File: src/rtl/pata_pio_pkg.sv
package pata_pio_pkg;

  localparam int DW = 16;

  typedef enum logic [1:0] {
    PH_IDLE   = 2'd0,
    PH_SETUP  = 2'd1,
    PH_ACTIVE = 2'd2,
    PH_RECOV  = 2'd3
  } phase_e;

  typedef struct packed {
    logic          we;
    logic          cs1;
    logic [2:0]    da;
    logic          is_word;
    logic [DW-1:0] data;
  } dev_acc_t;

  localparam logic [7:0] OFS_CTRL = 8'h00;
  localparam logic [7:0] OFS_ISR  = 8'h10;
  localparam logic [7:0] OFS_IMR  = 8'h14;
  localparam logic [7:0] OFS_CFG  = 8'h18;
  localparam logic [7:0] OFS_TIM  = 8'h2C;
  localparam logic [7:0] OFS_DATA = 8'h54;
  localparam logic [7:0] OFS_ALT  = 8'h74;
  localparam logic [7:0] OFS_RDAT = 8'h7C;
  localparam logic [7:0] OFS_STAT = 8'h80;

  localparam int CFG_IORDY_BIT = 1;
  localparam int CFG_SWAP_BIT  = 6;

  function automatic logic [DW-1:0] swap_bytes(input logic [DW-1:0] w);
    return {w[7:0], w[DW-1:8]};
  endfunction

endpackage

File: src/rtl/pata_regfile.sv
module pata_regfile
  import pata_pio_pkg::*;
#(
  parameter int SET_W   = 4,
  parameter int ACT_W   = 8,
  parameter int REC_W   = 8,
  parameter int IRQ_W   = 2,
  parameter int SET_RST = 6,
  parameter int ACT_RST = 28,
  parameter int REC_RST = 23
) (
  input  logic             clk,
  input  logic             rst_n,
  input  logic             wr_ctrl,
  input  logic             wr_cfg,
  input  logic             wr_tim,
  input  logic             wr_isr,
  input  logic             wr_imr,
  input  logic [31:0]      wdata,
  input  logic             cyc_done,
  input  logic             dev_intrq,
  output logic             en,
  output logic             iordy_en,
  output logic             swap,
  output logic [SET_W-1:0] tim_set,
  output logic [ACT_W-1:0] tim_act,
  output logic [REC_W-1:0] tim_rec,
  output logic [IRQ_W-1:0] isr,
  output logic [IRQ_W-1:0] imr,
  output logic             irq
);

  localparam int ACT_LSB = SET_W;
  localparam int REC_LSB = SET_W + ACT_W;

  logic             en_q, en_d;
  logic             iordy_q, iordy_d;
  logic             swap_q, swap_d;
  logic [SET_W-1:0] set_q, set_d;
  logic [ACT_W-1:0] act_q, act_d;
  logic [REC_W-1:0] rec_q, rec_d;
  logic [IRQ_W-1:0] isr_q, isr_d;
  logic [IRQ_W-1:0] imr_q, imr_d;
  logic [IRQ_W-1:0] isr_set;

  always_comb begin
    isr_set    = '0;
    isr_set[0] = cyc_done;
    isr_set[1] = dev_intrq;
  end

  always_comb begin
    en_d    = en_q;
    iordy_d = iordy_q;
    swap_d  = swap_q;
    set_d   = set_q;
    act_d   = act_q;
    rec_d   = rec_q;
    imr_d   = imr_q;
    isr_d   = isr_q;
    if (wr_ctrl) en_d = wdata[0];
    if (wr_cfg) begin
      iordy_d = wdata[CFG_IORDY_BIT];
      swap_d  = wdata[CFG_SWAP_BIT];
    end
    if (wr_tim) begin
      set_d = wdata[0 +: SET_W];
      act_d = wdata[ACT_LSB +: ACT_W];
      rec_d = wdata[REC_LSB +: REC_W];
    end
    if (wr_imr) imr_d = wdata[IRQ_W-1:0];
    if (wr_isr) isr_d = isr_q & ~wdata[IRQ_W-1:0];
    isr_d = isr_d | isr_set;
  end

  always_ff @(posedge clk or negedge rst_n) begin
    if (!rst_n) begin
      en_q    <= 1'b0;
      iordy_q <= 1'b0;
      swap_q  <= 1'b0;
      set_q   <= SET_W'(SET_RST);
      act_q   <= ACT_W'(ACT_RST);
      rec_q   <= REC_W'(REC_RST);
      isr_q   <= '0;
      imr_q   <= '0;
    end else begin
      en_q    <= en_d;
      iordy_q <= iordy_d;
      swap_q  <= swap_d;
      set_q   <= set_d;
      act_q   <= act_d;
      rec_q   <= rec_d;
      isr_q   <= isr_d;
      imr_q   <= imr_d;
    end
  end

  assign en       = en_q;
  assign iordy_en = iordy_q;
  assign swap     = swap_q;
  assign tim_set  = set_q;
  assign tim_act  = act_q;
  assign tim_rec  = rec_q;
  assign isr      = isr_q;
  assign imr      = imr_q;
  assign irq      = |(isr_q & imr_q);

endmodule

File: src/rtl/pata_acc_slot.sv
module pata_acc_slot
  import pata_pio_pkg::*;
(
  input  logic     clk,
  input  logic     rst_n,
  input  logic     acc_valid,
  input  dev_acc_t acc_in,
  input  logic     busy,
  input  logic     pop,
  output logic     full,
  output dev_acc_t acc_out
);

  logic     full_q, full_d;
  dev_acc_t slot_q, slot_d;
  logic     park;

  assign park = acc_valid && (busy || full_q) && (!full_q || pop);

  always_comb begin
    full_d = full_q;
    slot_d = slot_q;
    if (pop) full_d = 1'b0;
    if (park) begin
      full_d = 1'b1;
      slot_d = acc_in;
    end
  end

  always_ff @(posedge clk or negedge rst_n) begin
    if (!rst_n) begin
      full_q <= 1'b0;
      slot_q <= '0;
    end else begin
      full_q <= full_d;
      if (park) slot_q <= slot_d;
    end
  end

  assign full    = full_q;
  assign acc_out = slot_q;

endmodule

File: src/rtl/pata_cycle_fsm.sv
module pata_cycle_fsm
  import pata_pio_pkg::*;
#(
  parameter int SET_W = 4,
  parameter int ACT_W = 8,
  parameter int REC_W = 8
) (
  input  logic             clk,
  input  logic             rst_n,
  input  logic [SET_W-1:0] tim_set,
  input  logic [ACT_W-1:0] tim_act,
  input  logic [REC_W-1:0] tim_rec,
  input  logic             iordy_en,
  input  logic             swap,
  input  logic             iordy,
  input  logic [DW-1:0]    dd_in,
  input  logic             slot_full,
  input  dev_acc_t         slot_acc,
  input  logic             new_valid,
  input  dev_acc_t         new_acc,
  output logic             busy,
  output logic             pop,
  output logic             start_new,
  output logic             done,
  output logic             cs0_n,
  output logic             cs1_n,
  output logic [2:0]       da,
  output logic             dior_n,
  output logic             diow_n,
  output logic [DW-1:0]    dd_out,
  output logic             dd_oe,
  output logic [DW-1:0]    rd_data
);

  localparam int CNT_W0 = (ACT_W > REC_W) ? ACT_W : REC_W;
  localparam int CNT_W  = (CNT_W0 > SET_W) ? CNT_W0 : SET_W;

  phase_e           ph_q, ph_d;
  logic [CNT_W-1:0] cnt_q, cnt_d;
  dev_acc_t         cur_q, cur_d;
  logic [DW-1:0]    rd_q, rd_d;
  logic             stall;
  logic             cnt_zero;
  logic             capture;

  assign cnt_zero = (cnt_q == '0);
  assign stall    = iordy_en && !iordy;
  assign capture  = (ph_q == PH_ACTIVE) && cnt_zero && !stall && !cur_q.we;

  always_comb begin
    ph_d      = ph_q;
    cnt_d     = cnt_q;
    cur_d     = cur_q;
    pop       = 1'b0;
    start_new = 1'b0;
    done      = 1'b0;
    unique case (ph_q)
      PH_IDLE: begin
        if (slot_full) begin
          pop   = 1'b1;
          cur_d = slot_acc;
          ph_d  = PH_SETUP;
          cnt_d = CNT_W'(tim_set);
        end else if (new_valid) begin
          start_new = 1'b1;
          cur_d     = new_acc;
          ph_d      = PH_SETUP;
          cnt_d     = CNT_W'(tim_set);
        end
      end
      PH_SETUP: begin
        if (cnt_zero) begin
          ph_d  = PH_ACTIVE;
          cnt_d = CNT_W'(tim_act);
        end else begin
          cnt_d = cnt_q - 1'b1;
        end
      end
      PH_ACTIVE: begin
        if (!cnt_zero) begin
          cnt_d = cnt_q - 1'b1;
        end else if (!stall) begin
          ph_d  = PH_RECOV;
          cnt_d = CNT_W'(tim_rec);
        end
      end
      PH_RECOV: begin
        if (cnt_zero) begin
          done = 1'b1;
          if (slot_full) begin
            pop   = 1'b1;
            cur_d = slot_acc;
            ph_d  = PH_SETUP;
            cnt_d = CNT_W'(tim_set);
          end else begin
            ph_d = PH_IDLE;
          end
        end else begin
          cnt_d = cnt_q - 1'b1;
        end
      end
      default: ph_d = PH_IDLE;
    endcase
  end

  always_comb begin
    rd_d = rd_q;
    if (capture) begin
      if (cur_q.is_word) rd_d = swap ? swap_bytes(dd_in) : dd_in;
      else               rd_d = {8'h00, dd_in[7:0]};
    end
  end

  always_ff @(posedge clk or negedge rst_n) begin
    if (!rst_n) begin
      ph_q  <= PH_IDLE;
      cnt_q <= '0;
      cur_q <= '0;
      rd_q  <= '0;
    end else begin
      ph_q  <= ph_d;
      cnt_q <= cnt_d;
      cur_q <= cur_d;
      if (capture) rd_q <= rd_d;
    end
  end

  assign busy    = (ph_q != PH_IDLE);
  assign cs0_n   = !(busy && !cur_q.cs1);
  assign cs1_n   = !(busy && cur_q.cs1);
  assign da      = cur_q.da;
  assign dior_n  = !((ph_q == PH_ACTIVE) && !cur_q.we);
  assign diow_n  = !((ph_q == PH_ACTIVE) && cur_q.we);
  assign dd_oe   = busy && cur_q.we;
  assign dd_out  = cur_q.data;
  assign rd_data = rd_q;

endmodule

File: src/rtl/pata_pio_host.sv
module pata_pio_host
  import pata_pio_pkg::*;
#(
  parameter int AW      = 8,
  parameter int SET_W   = 4,
  parameter int ACT_W   = 8,
  parameter int REC_W   = 8,
  parameter int IRQ_W   = 2,
  parameter int SET_RST = 6,
  parameter int ACT_RST = 28,
  parameter int REC_RST = 23
) (
  input  logic          clk,
  input  logic          rst_n,
  input  logic          bus_sel,
  input  logic          bus_we,
  input  logic [AW-1:0] bus_addr,
  input  logic [31:0]   bus_wdata,
  output logic [31:0]   bus_rdata,
  input  logic [DW-1:0] ata_dd_in,
  output logic [DW-1:0] ata_dd_out,
  output logic          ata_dd_oe,
  output logic [2:0]    ata_da,
  output logic          ata_cs0_n,
  output logic          ata_cs1_n,
  output logic          ata_dior_n,
  output logic          ata_diow_n,
  input  logic          ata_iordy,
  input  logic          ata_intrq,
  output logic          irq
);

  localparam int ACT_LSB = SET_W;
  localparam int REC_LSB = SET_W + ACT_W;

  logic             wr;
  logic             en, iordy_en, swap;
  logic [SET_W-1:0] tim_set;
  logic [ACT_W-1:0] tim_act;
  logic [REC_W-1:0] tim_rec;
  logic [IRQ_W-1:0] isr, imr;
  logic             busy, pop, start_new, done;
  logic             slot_full;
  dev_acc_t         slot_acc;
  dev_acc_t         acc_in;
  logic             in_window;
  logic             acc_valid;
  logic [AW-1:0]    rel;
  logic [DW-1:0]    rd_data;
  logic [31:0]      rd_mux;
  logic [31:0]      rdata_q;

  assign wr  = bus_sel && bus_we;
  assign rel = bus_addr - AW'(OFS_DATA);

  assign in_window = (bus_addr >= AW'(OFS_DATA)) && (bus_addr <= AW'(OFS_ALT))
                     && (bus_addr[1:0] == 2'b00);
  assign acc_valid = bus_sel && en && in_window;

  always_comb begin
    acc_in         = '0;
    acc_in.we      = bus_we;
    acc_in.cs1     = (bus_addr == AW'(OFS_ALT));
    acc_in.da      = acc_in.cs1 ? 3'd6 : rel[4:2];
    acc_in.is_word = (bus_addr == AW'(OFS_DATA));
    if (bus_we) begin
      if (acc_in.is_word) acc_in.data = swap ? swap_bytes(bus_wdata[DW-1:0]) : bus_wdata[DW-1:0];
      else                acc_in.data = {8'h00, bus_wdata[7:0]};
    end
  end

  pata_regfile #(
    .SET_W(SET_W), .ACT_W(ACT_W), .REC_W(REC_W), .IRQ_W(IRQ_W),
    .SET_RST(SET_RST), .ACT_RST(ACT_RST), .REC_RST(REC_RST)
  ) u_regs (
    .clk      (clk),
    .rst_n    (rst_n),
    .wr_ctrl  (wr && (bus_addr == AW'(OFS_CTRL))),
    .wr_cfg   (wr && (bus_addr == AW'(OFS_CFG))),
    .wr_tim   (wr && (bus_addr == AW'(OFS_TIM))),
    .wr_isr   (wr && (bus_addr == AW'(OFS_ISR))),
    .wr_imr   (wr && (bus_addr == AW'(OFS_IMR))),
    .wdata    (bus_wdata),
    .cyc_done (done),
    .dev_intrq(ata_intrq),
    .en       (en),
    .iordy_en (iordy_en),
    .swap     (swap),
    .tim_set  (tim_set),
    .tim_act  (tim_act),
    .tim_rec  (tim_rec),
    .isr      (isr),
    .imr      (imr),
    .irq      (irq)
  );

  pata_acc_slot u_slot (
    .clk      (clk),
    .rst_n    (rst_n),
    .acc_valid(acc_valid),
    .acc_in   (acc_in),
    .busy     (busy),
    .pop      (pop),
    .full     (slot_full),
    .acc_out  (slot_acc)
  );

  pata_cycle_fsm #(.SET_W(SET_W), .ACT_W(ACT_W), .REC_W(REC_W)) u_fsm (
    .clk      (clk),
    .rst_n    (rst_n),
    .tim_set  (tim_set),
    .tim_act  (tim_act),
    .tim_rec  (tim_rec),
    .iordy_en (iordy_en),
    .swap     (swap),
    .iordy    (ata_iordy),
    .dd_in    (ata_dd_in),
    .slot_full(slot_full),
    .slot_acc (slot_acc),
    .new_valid(acc_valid && !busy && !slot_full),
    .new_acc  (acc_in),
    .busy     (busy),
    .pop      (pop),
    .start_new(start_new),
    .done     (done),
    .cs0_n    (ata_cs0_n),
    .cs1_n    (ata_cs1_n),
    .da       (ata_da),
    .dior_n   (ata_dior_n),
    .diow_n   (ata_diow_n),
    .dd_out   (ata_dd_out),
    .dd_oe    (ata_dd_oe),
    .rd_data  (rd_data)
  );

  always_comb begin
    rd_mux = '0;
    if (bus_addr == AW'(OFS_CTRL)) rd_mux[0] = en;
    if (bus_addr == AW'(OFS_ISR))  rd_mux[IRQ_W-1:0] = isr;
    if (bus_addr == AW'(OFS_IMR))  rd_mux[IRQ_W-1:0] = imr;
    if (bus_addr == AW'(OFS_CFG)) begin
      rd_mux[CFG_IORDY_BIT] = iordy_en;
      rd_mux[CFG_SWAP_BIT]  = swap;
    end
    if (bus_addr == AW'(OFS_TIM)) begin
      rd_mux[0 +: SET_W]       = tim_set;
      rd_mux[ACT_LSB +: ACT_W] = tim_act;
      rd_mux[REC_LSB +: REC_W] = tim_rec;
    end
    if (bus_addr == AW'(OFS_RDAT)) rd_mux[DW-1:0] = rd_data;
    if (bus_addr == AW'(OFS_STAT)) rd_mux[31:28] = {2'b00, slot_full, busy};
  end

  always_ff @(posedge clk or negedge rst_n) begin
    if (!rst_n) rdata_q <= '0;
    else if (bus_sel && !bus_we) rdata_q <= rd_mux;
  end

  assign bus_rdata = rdata_q;

endmodule

File: config.mk
export PLATFORM = sky130hd
export DESIGN_NAME = pata_pio_host
export DESIGN_NICKNAME = d
export VERILOG_FILES = /design/src/rtl/pata_pio_pkg.sv /design/src/rtl/pata_regfile.sv /design/src/rtl/pata_acc_slot.sv /design/src/rtl/pata_cycle_fsm.sv /design/src/rtl/pata_pio_host.sv
export SDC_FILE = /design/constraint.sdc
export NUM_CORES = 1
export LEC_CHECK = 0
export ABC_AREA = 1
export CORE_MARGIN = 3
export CORE_UTILIZATION = 50
export CTS_BUF_LIST = sky130_fd_sc_hd__clkbuf_8 sky130_fd_sc_hd__clkbuf_16
export DETAILED_ROUTE_END_ITERATION = 16
export PLACE_DENSITY = 0.76
export RECOVER_POWER = 25
export SYNTH_ARGS = -nofsm -noshare
export SYNTH_HDL_FRONTEND = slang
export SYNTH_SLANG_ARGS = --single-unit
File: constraint.sdc
create_clock -name clk -period 4 [get_ports clk]
set_input_delay 1 -clock clk [delete_from_list [all_inputs] [get_ports clk]]
set_output_delay 1 -clock clk [all_outputs]
set_load 0.03 [all_outputs]
# Word-level counts from Yosys, hierarchy flattened

Cells that the tools add are included.

Bits in registers: 122
Word-level logic and storage cells: 141

$add $sub $neg: 2
Order comparisons: 2
Equal/unequal tests: 19
Mux-type cells: 43
Bitwise logic cells: 4
Reductions and logical operators: 48

Operators by type and width:

| cell                  | number |
|---|---|
| $mux W16              | 6 |
| $mux W22              | 4 |
| $mux W8               | 7 |
| $pmux W22 S2          | 1 |
| $pmux W8 S4           | 1 |
| $eq A8 B5 Y1 const B  | 3 |
| $eq A8 B7 Y1 const B  | 3 |
| $logic_and A1 B1 Y1   | 24 |
| $mux W2               | 10 |
| $mux W20              | 1 |
| $logic_not A8 Y1      | 2 |
| $logic_not A1 Y1      | 11 |
| $mux W1               | 10 |
| $eq A8 B6 Y1 const B  | 1 |
| $eq A8 B8 Y1 const B  | 1 |
| $ge A8 B7 Y1 const B  | 1 |
| $le A8 B7 Y1 const B  | 1 |
| $pmux W2 S4           | 1 |
| $sub A8 B1 Y8 const B | 1 |
| $ne A2 B1 Y1 const B  | 3 |
| $ne A3 B3 Y1 const B  | 2 |
| $reduce_bool A2 Y1    | 3 |
| $reduce_and A5 Y1     | 1 |
| $sub A5 B5 Y5 const B | 1 |
| 14 further kinds      | 19 |

# Logic depth before layout (Yosys ltp)

Gate-level depths: netlist of run 1.

Depth after elaboration: 9
Mapped depth: 13
Gate-level depth less buffers: 12

# By module

A second synthesis of run 1 with hierarchy kept.

Cells, all modules: 913
Area, all modules: 6,897.9 um^2

Modules (own cells, without submodules):

| module         | times used | cells each | area each (um^2) | seq. area each (um^2) |
|---|---|---|---|---|
| pata_cycle_fsm | 1          | 429        | 3,160.5          | 1,201.2 |
| pata_pio_host  | 1          | 262        | 1,739.2          | 550.5 |
| pata_regfile   | 1          | 117        | 1,061.0          | 686.9 |
| pata_acc_slot  | 1          | 105        | 937.1            | 575.6 |

# Least setup slack after synthesis of run 1

OpenSTA, ideal clock, no wires.

Path kind: reg-to-output
From: reg u_fsm.ph_q[0]
To: out ata_cs1_n
Arrival time: 1.371 ns
Data required time: 3.000 ns
Setup slack: 1.629 ns
Cell stages (with the launch flop): 7
Path buffers: 2
Cells stage by stage: dfrtp_1 > inv_1 > ha_1 > clkbuf_2 > inv_1 > clkbuf_1 > nand2_1

Word-level cells in the longest chain between the ends: 3

Ends and longest elaborated chain:

| item                     | RTL line              | source |
|---|---|---|
| start: declaration       | pata_cycle_fsm.sv:38  | `phase_e ph_q, ph_d;` |
| start signal: assignment | pata_cycle_fsm.sv:121 | `ph_q <= ph_d;` |
| $reduce_bool A2 Y1       | pata_cycle_fsm.sv:128 | `assign busy = (ph_q != PH_IDLE);` |
| $logic_and A1 B1 Y1      | pata_cycle_fsm.sv:130 | `assign cs1_n = !(busy && cur_q.cs1);` |
| $logic_not A1 Y1         | pata_cycle_fsm.sv:130 |  |
| end: declaration         | pata_pio_host.sv:25   | `output logic ata_cs1_n,` |

No other way between the ends.

# Worst setup path in the final report of run 1

Same ends and word-level chain as after synthesis.

==> results of run 1 <==
-- cells by family after synthesis --
kind of cell | Yosys count
simple gates | 413
compound gates | 179
buf+inv | 167
flops | 120
fa+ha+maj | 9
xor+xnor | 5
mux | 2
other cells | 1
-- how the worst min path moves through the flow --
stage / to / slack [ps] / cells past startpoint
finish: u_slot.acc_out[4] / 460 / 2
global route: u_slot.acc_out[5] / 480 / 2
CTS: u_slot.acc_out[21] / 470 / 2
detailed placement: u_slot.acc_out[21] / 450 / 2
global placement: u_slot.acc_out[17] / 450 / 2
floorplan: u_slot.acc_out[0] / 440 / 2
-- worst max-delay path: stages (launching register included) --
cell             delay, ps
dfrtp_1                410
inv_1                  130
ha_1                   390
inv_1                  300
nand2_1                140
clkdlybuf4s50_1        670
-- metal layers --
metal  track usage  vias up  wire length, um
li1              -     2985                -
met1         0.317     2812             7790
met2         0.392      223             8230
met3        0.0529       32              973
met4        0.0903        0              398
met5             0        -                0
-- area by class of cell --
type                       instances  area (um^2)
timing repair buffer             106         1030
clock inverter                     6         76.3
multi-input combinational        618         2980
tap                              172          215
inverter                          99          372
sequential                       120         3010
fill                            1099         4700
clock buffer                      22          494
-- power by group --
part | total (mW) | switching (mW) | internal (mW)
clock network | 1.48 | 0.501 | 0.975
registers | 1.62 | 0.154 | 1.46
logic | 1.91 | 1.23 | 0.678
total | 5.00 | 1.89 | 3.12
-- cell usage in the layout (no fill, tap or decap), types with 4 or more instances in the layout --
cell type,netlist,layout
nand3_1,53,53
buf_4,30,9
nor2_1,50,49
nand2_1,286,286
o221ai_1,5,5
clkdlybuf4s50_1,0,95
clkbuf_16,0,17
nand4_1,5,5
nand2_2,4,4
a21oi_1,10,10
o31ai_1,5,5
o2111ai_1,7,7
a31oi_1,4,4
clkbuf_8,0,5
inv_1,95,98
xor2_1,4,4
nor2_2,3,4
dfrtp_1,111,111
o21ai_2,12,12
ha_1,9,9
dfstp_2,9,9
o21ai_0,97,97
o211ai_1,6,6
o21ai_1,12,12
o21a_1,5,5
conb_1,1,10
o22ai_1,13,13
-- flip-flops by register name (all words and copies together) (netlist names), 3 cells and up --
register        flops
bus_rdata          22
u_fsm.cnt_q         8
u_fsm.cur_q         3
u_fsm.da            3
u_fsm.dd_out       16
u_fsm.rd_data      16
u_regs.tim_act      8
u_regs.tim_rec      8
u_regs.tim_set      4
u_slot.acc_out     22
-- synth_stat cells, drive strengths merged --
cell type  number
a21oi          11
a31oi           4
buf            44
clkbuf         24
clkinv          2
conb            1
dfrtp         111
dfstp           9
ha              9
inv            97
mux2i           2
nand2         291
nand3          54
nand4           5
nor2           56
nor3            5
o2111ai         7
o211ai          6
o21a            5
o21ai         121
o21bai          1
o221ai          5
o22a            1
o22ai          13
o31ai           5
or2             2
xnor2           1
xor2            4
==> impl_metrics.tcl, run 1 <==
set metrics [dict create \
    design_area_um2 8180 \
    antenna_found_initial 0 \
    ys_ff_latch 120 \
    synth_compound_area_frac 0.157 \
    via_count 6052 \
    final_max_slew_viol_count 64 \
    drive_gt1_frac 0.0793 \
    synthesis.area_um2 6730 \
    final_cell_count_no_fill 1143 \
    drc 0 \
    clk_path_buf_depth 2 \
    grt_pass1_wl_mm 27.9 \
    min_from "u_slot.acc_out[4]" \
    placed_cell_area_um2 7620 \
    total_power_mw 5.00 \
    worst_setup_path_start_kind "register" \
    power_density_nw_per_um2 612 \
    worstPathMaxFanout 11 \
    yosys.cell_types.count 41 \
    drt_iter0_drc 438 \
    worstSetupEndpoint "ata_cs1_n" \
    rr_startpoint "u_fsm.ph_q[0]" \
    clock_skew_ps 11.7 \
    clkLatencyLatePin_ps 420 \
    nets 1033 \
    dp_slack_ps 633 \
    fp.coreArea_um2 12900 \
    cts_sinks 120 \
    synth_top_area_cell "dfrtp_1" \
    max_cap_viol_count 1 \
    utilization 0.635 \
    synth-xor-area-share 0.00650 \
    setup_viol 0 \
    fin_tns_setup_ps 0 \
    track_usage 0.241 \
    syn_area_per_cell_um2 7.51 \
    path_clk_slew_ps 50 \
    synth-simple-area-share 0.253 \
    postCtsResizedCells 0 \
    drt-pass1-iter-count 5 \
    num_antenna_cells 0 \
    fmax_ghz 0.289 \
    violations "capacitance limit, slew limit" \
    cts_tree "built" \
    cts-root-buf "clkbuf_16" \
    whs_ps 464 \
    place_hpwl_mm 12.4 \
    fin_ws_ps 534 \
    tightest_slew_ps 1570 \
    synth-seq-area-share 0.448 \
    cts_buffers 17 \
    ir_drop_uv 370 \
    core.rowCount 41 \
    portBuffers 96 \
    synth_top_family_by_area "simple AND/OR/NAND/NOR gates" \
    grt_overflow_total 0 \
    max_slew_margin -0.0490 \
    status "complete, but fails checks" \
    avgRoutedWirePerCell_um 15.2 \
    syn-instance-count 896 \
    place_congestion 0.952 \
    dieHeight_um 122 \
    start_util 0.523 \
    dieArea_um2 14900 \
    r2r_end "u_fsm.dd_out[15]" \
    post_cts_buffers 0 \
    io_pins 119 \
    cp-end-kind "primary output" \
    yosys_warnings 0 \
    min_period_ps 3470 \
    die_w_um 122 \
    synth_mux_area_frac 0.00297 \
    htreeDepth 4 \
    synthAdderAreaFrac 0.0167 \
    dp_cells 1115 \
    hold_class "reg -> reg" \
    netlist_top_cells_area "dfrtp_1 (41%), nand2_1 (16%), o21ai_0 (7.2%)" \
    cts-hold-fix-buffers 0 \
    fin_crit_sh 0.866 \
    synth_top_cell_area_share 0.413 \
    cp.required_ps 3000 \
    rsz0062_at_grt "no" \
    hold_viol 0 \
    wl_mm 17.4 \
    ant_nets 0 \
    cp-startpoint "u_fsm.ph_q[0]" \
    vias_per_cell 5.29 \
    synthToLayoutAreaGrowth_pct 21.5 \
    r2r_slack_ps 1520 \
    grt_pass1_vias 5743 \
    p_leak_nw 3.92 \
    r2r_cells 9 \
    grt_max_degree 64 \
    critPathArrivalTime_ps 2470 \
    critical_path_class "reg -> out" \
]
Power figures use the tool's default switching activity.
==> run 2: changes to the inputs <==
Settings changed: CELL_PAD_IN_SITES_DETAIL_PLACEMENT set to 2, CELL_PAD_IN_SITES_GLOBAL_PLACEMENT set to 2, CORE_UTILIZATION 50 to 33, PLACE_DENSITY 0.76 to unset, PLACE_DENSITY_LB_ADDON set to 0.1.
==> impl_metrics.tcl, run 2 (same netlist as run 1, synthesis figures left out) <==
set metrics [dict create \
    final_cell_count_no_fill 1243 \
    cts_sinks 120 \
    cp-end-kind "primary output" \
    status "complete, but fails checks" \
    utilization 0.420 \
    drive_gt1_frac 0.0879 \
    tightest_slew_ps 2590 \
    via_count 6308 \
    post_cts_buffers 0 \
    place_congestion 0.815 \
    critPathArrivalTime_ps 2500 \
    dieHeight_um 149 \
    grt_max_degree 48 \
    place_hpwl_mm 17.3 \
    core.rowCount 51 \
    crit_path_frequent_cell "inv_1" \
    placed_cell_area_um2 7760 \
    hold_viol 0 \
    worst_setup_path_start_kind "register" \
    grt_pass1_vias 6982 \
    track_usage 0.219 \
    drt_iter0_drc 309 \
    start_util 0.340 \
    design_area_um2 8310 \
    violations "capacitance limit, slew limit" \
    p_sw_frac 0.417 \
    final_max_slew_viol_count 41 \
    layout_commonest_cell "nand2_1" \
    drt-pass1-iter-count 4 \
    comb_power_share 0.397 \
    grt_overflow_total 0 \
    fin_ws_ps 496 \
    power.internal_mw 2.97 \
    die_w_um 149 \
    htreeDepth 4 \
    total_power_mw 5.09 \
    worstPathMaxFanout 11 \
    io_pins 119 \
    cpLargestDelayFamily "buffers and inverters" \
    setup_viol 0 \
    wl_mm 23.5 \
    dp_slack_ps 405 \
    path_cells "inv_1, ha_1, inv_1, nand2_1, clkdlybuf4s50_1" \
    cp.required_ps 3000 \
    rsz0062_at_grt "no" \
    clock_skew_ps 9.68 \
    portBuffers 96 \
    cts_tree "built" \
    postCtsResizedCells 0 \
    dieArea_um2 22200 \
    final_cell_mix "nand2_1 (286), dfrtp_1 (111), o21ai_0 (97)" \
    whs_ps 474 \
    nets 1036 \
    hold_class "reg -> reg" \
    r2r_slack_ps 1270 \
    fmax_ghz 0.285 \
    switching_power_mw 2.13 \
    clkLatencyLatePin_ps 430 \
    vias_per_cell 5.07 \
    pwr-share-clk 0.284 \
    antenna_found_initial 0 \
    ir_drop_uv 284 \
    cp_slowest_cell "clkdlybuf4s50_1" \
    p_leak_nw 3.90 \
    seqPwrFrac 0.320 \
    max_cap_viol_count 1 \
    drc 0 \
    min_period_ps 3500 \
    avgRoutedWirePerCell_um 18.9 \
    num_antenna_cells 0 \
    synthToLayoutAreaGrowth_pct 23.5 \
    path_clk_slew_ps 60 \
    ant_nets 0 \
    fin_tns_setup_ps 0 \
    max_slew_margin -0.723 \
    dp_cells 1211 \
    cts-hold-fix-buffers 0 \
    fp.coreArea_um2 19800 \
    cts-root-buf "clkbuf_16" \
    cp_num_buf_inv 3 \
    critical_path_class "reg -> out" \
    fin_crit_sh 0.876 \
    critPathMaxStageDelay_ps 670 \
    grt_pass1_wl_mm 38.2 \
    power_density_nw_per_um2 613 \
    clk_path_buf_depth 2 \
    cts_buffers 17 \
]
## run 2: path summary, 6_finish.rpt
kind,from,to,cells after the start
setup / recovery,u_fsm.ph_q[0],ata_cs1_n,5
hold / removal,u_slot.acc_out[9],u_slot.acc_out[9],2
setup reg to reg,u_fsm.ph_q[0],u_fsm.cnt_q[2],9
hold reg to reg,u_slot.acc_out[9],u_slot.acc_out[9],2
max in group asynchronous,rst_n,u_regs.tim_rec[4],2
min in group asynchronous,rst_n,u_fsm.rd_data[15],1
## run 2: worst reg2reg max path, stage by stage (launching register included)
cell and delay [ps]:
dfrtp_1 410, inv_1 140, ha_1 400, inv_1 330
nor2_1 360, nand2_2 190, nand2_1 420, inv_1 200
nand2_1 110, nand2_1 60
## run 2: cell type report
cell class	count	area, um^2
clock buffer	19	453
multi-input combinational	618	2980
inverter	99	372
fill	2285	11500
clock inverter	13	98.8
tap	265	332
sequential	120	3010
timing repair buffer	109	1060
## run 2: metal layers
metal	GRT usage	share of wire	vias to the layer above	routed length, um
li1	-	-	2986	-
met1	0.279	0.44	3199	10400
met3	0.0310	0.025	23	595
met5	0	0	-	0
met4	0.0540	0.012	0	281
met2	0.393	0.52	100	12200
## run 2: power groups by stage
| stage | Clock [mW] | Sequential, mW | Combinational [mW] |
|---|---|---|---|
| global route | 1.53 | 1.66 | 2.25 |
| detailed placement | 0 | 1.65 | 2.02 |
| floorplan | 0 | 1.60 | 1.46 |
| finish | 1.45 | 1.63 | 2.02 |
| global placement | 0 | 1.63 | 1.94 |
| CTS | 1.46 | 1.63 | 2.05 |
==> run 3: changes to the inputs <==
Settings changed: CTS_CLUSTER_SIZE set to 24.
==> results of run 3 <==
Final layout, timing and power as in run 2 (identical DEF).
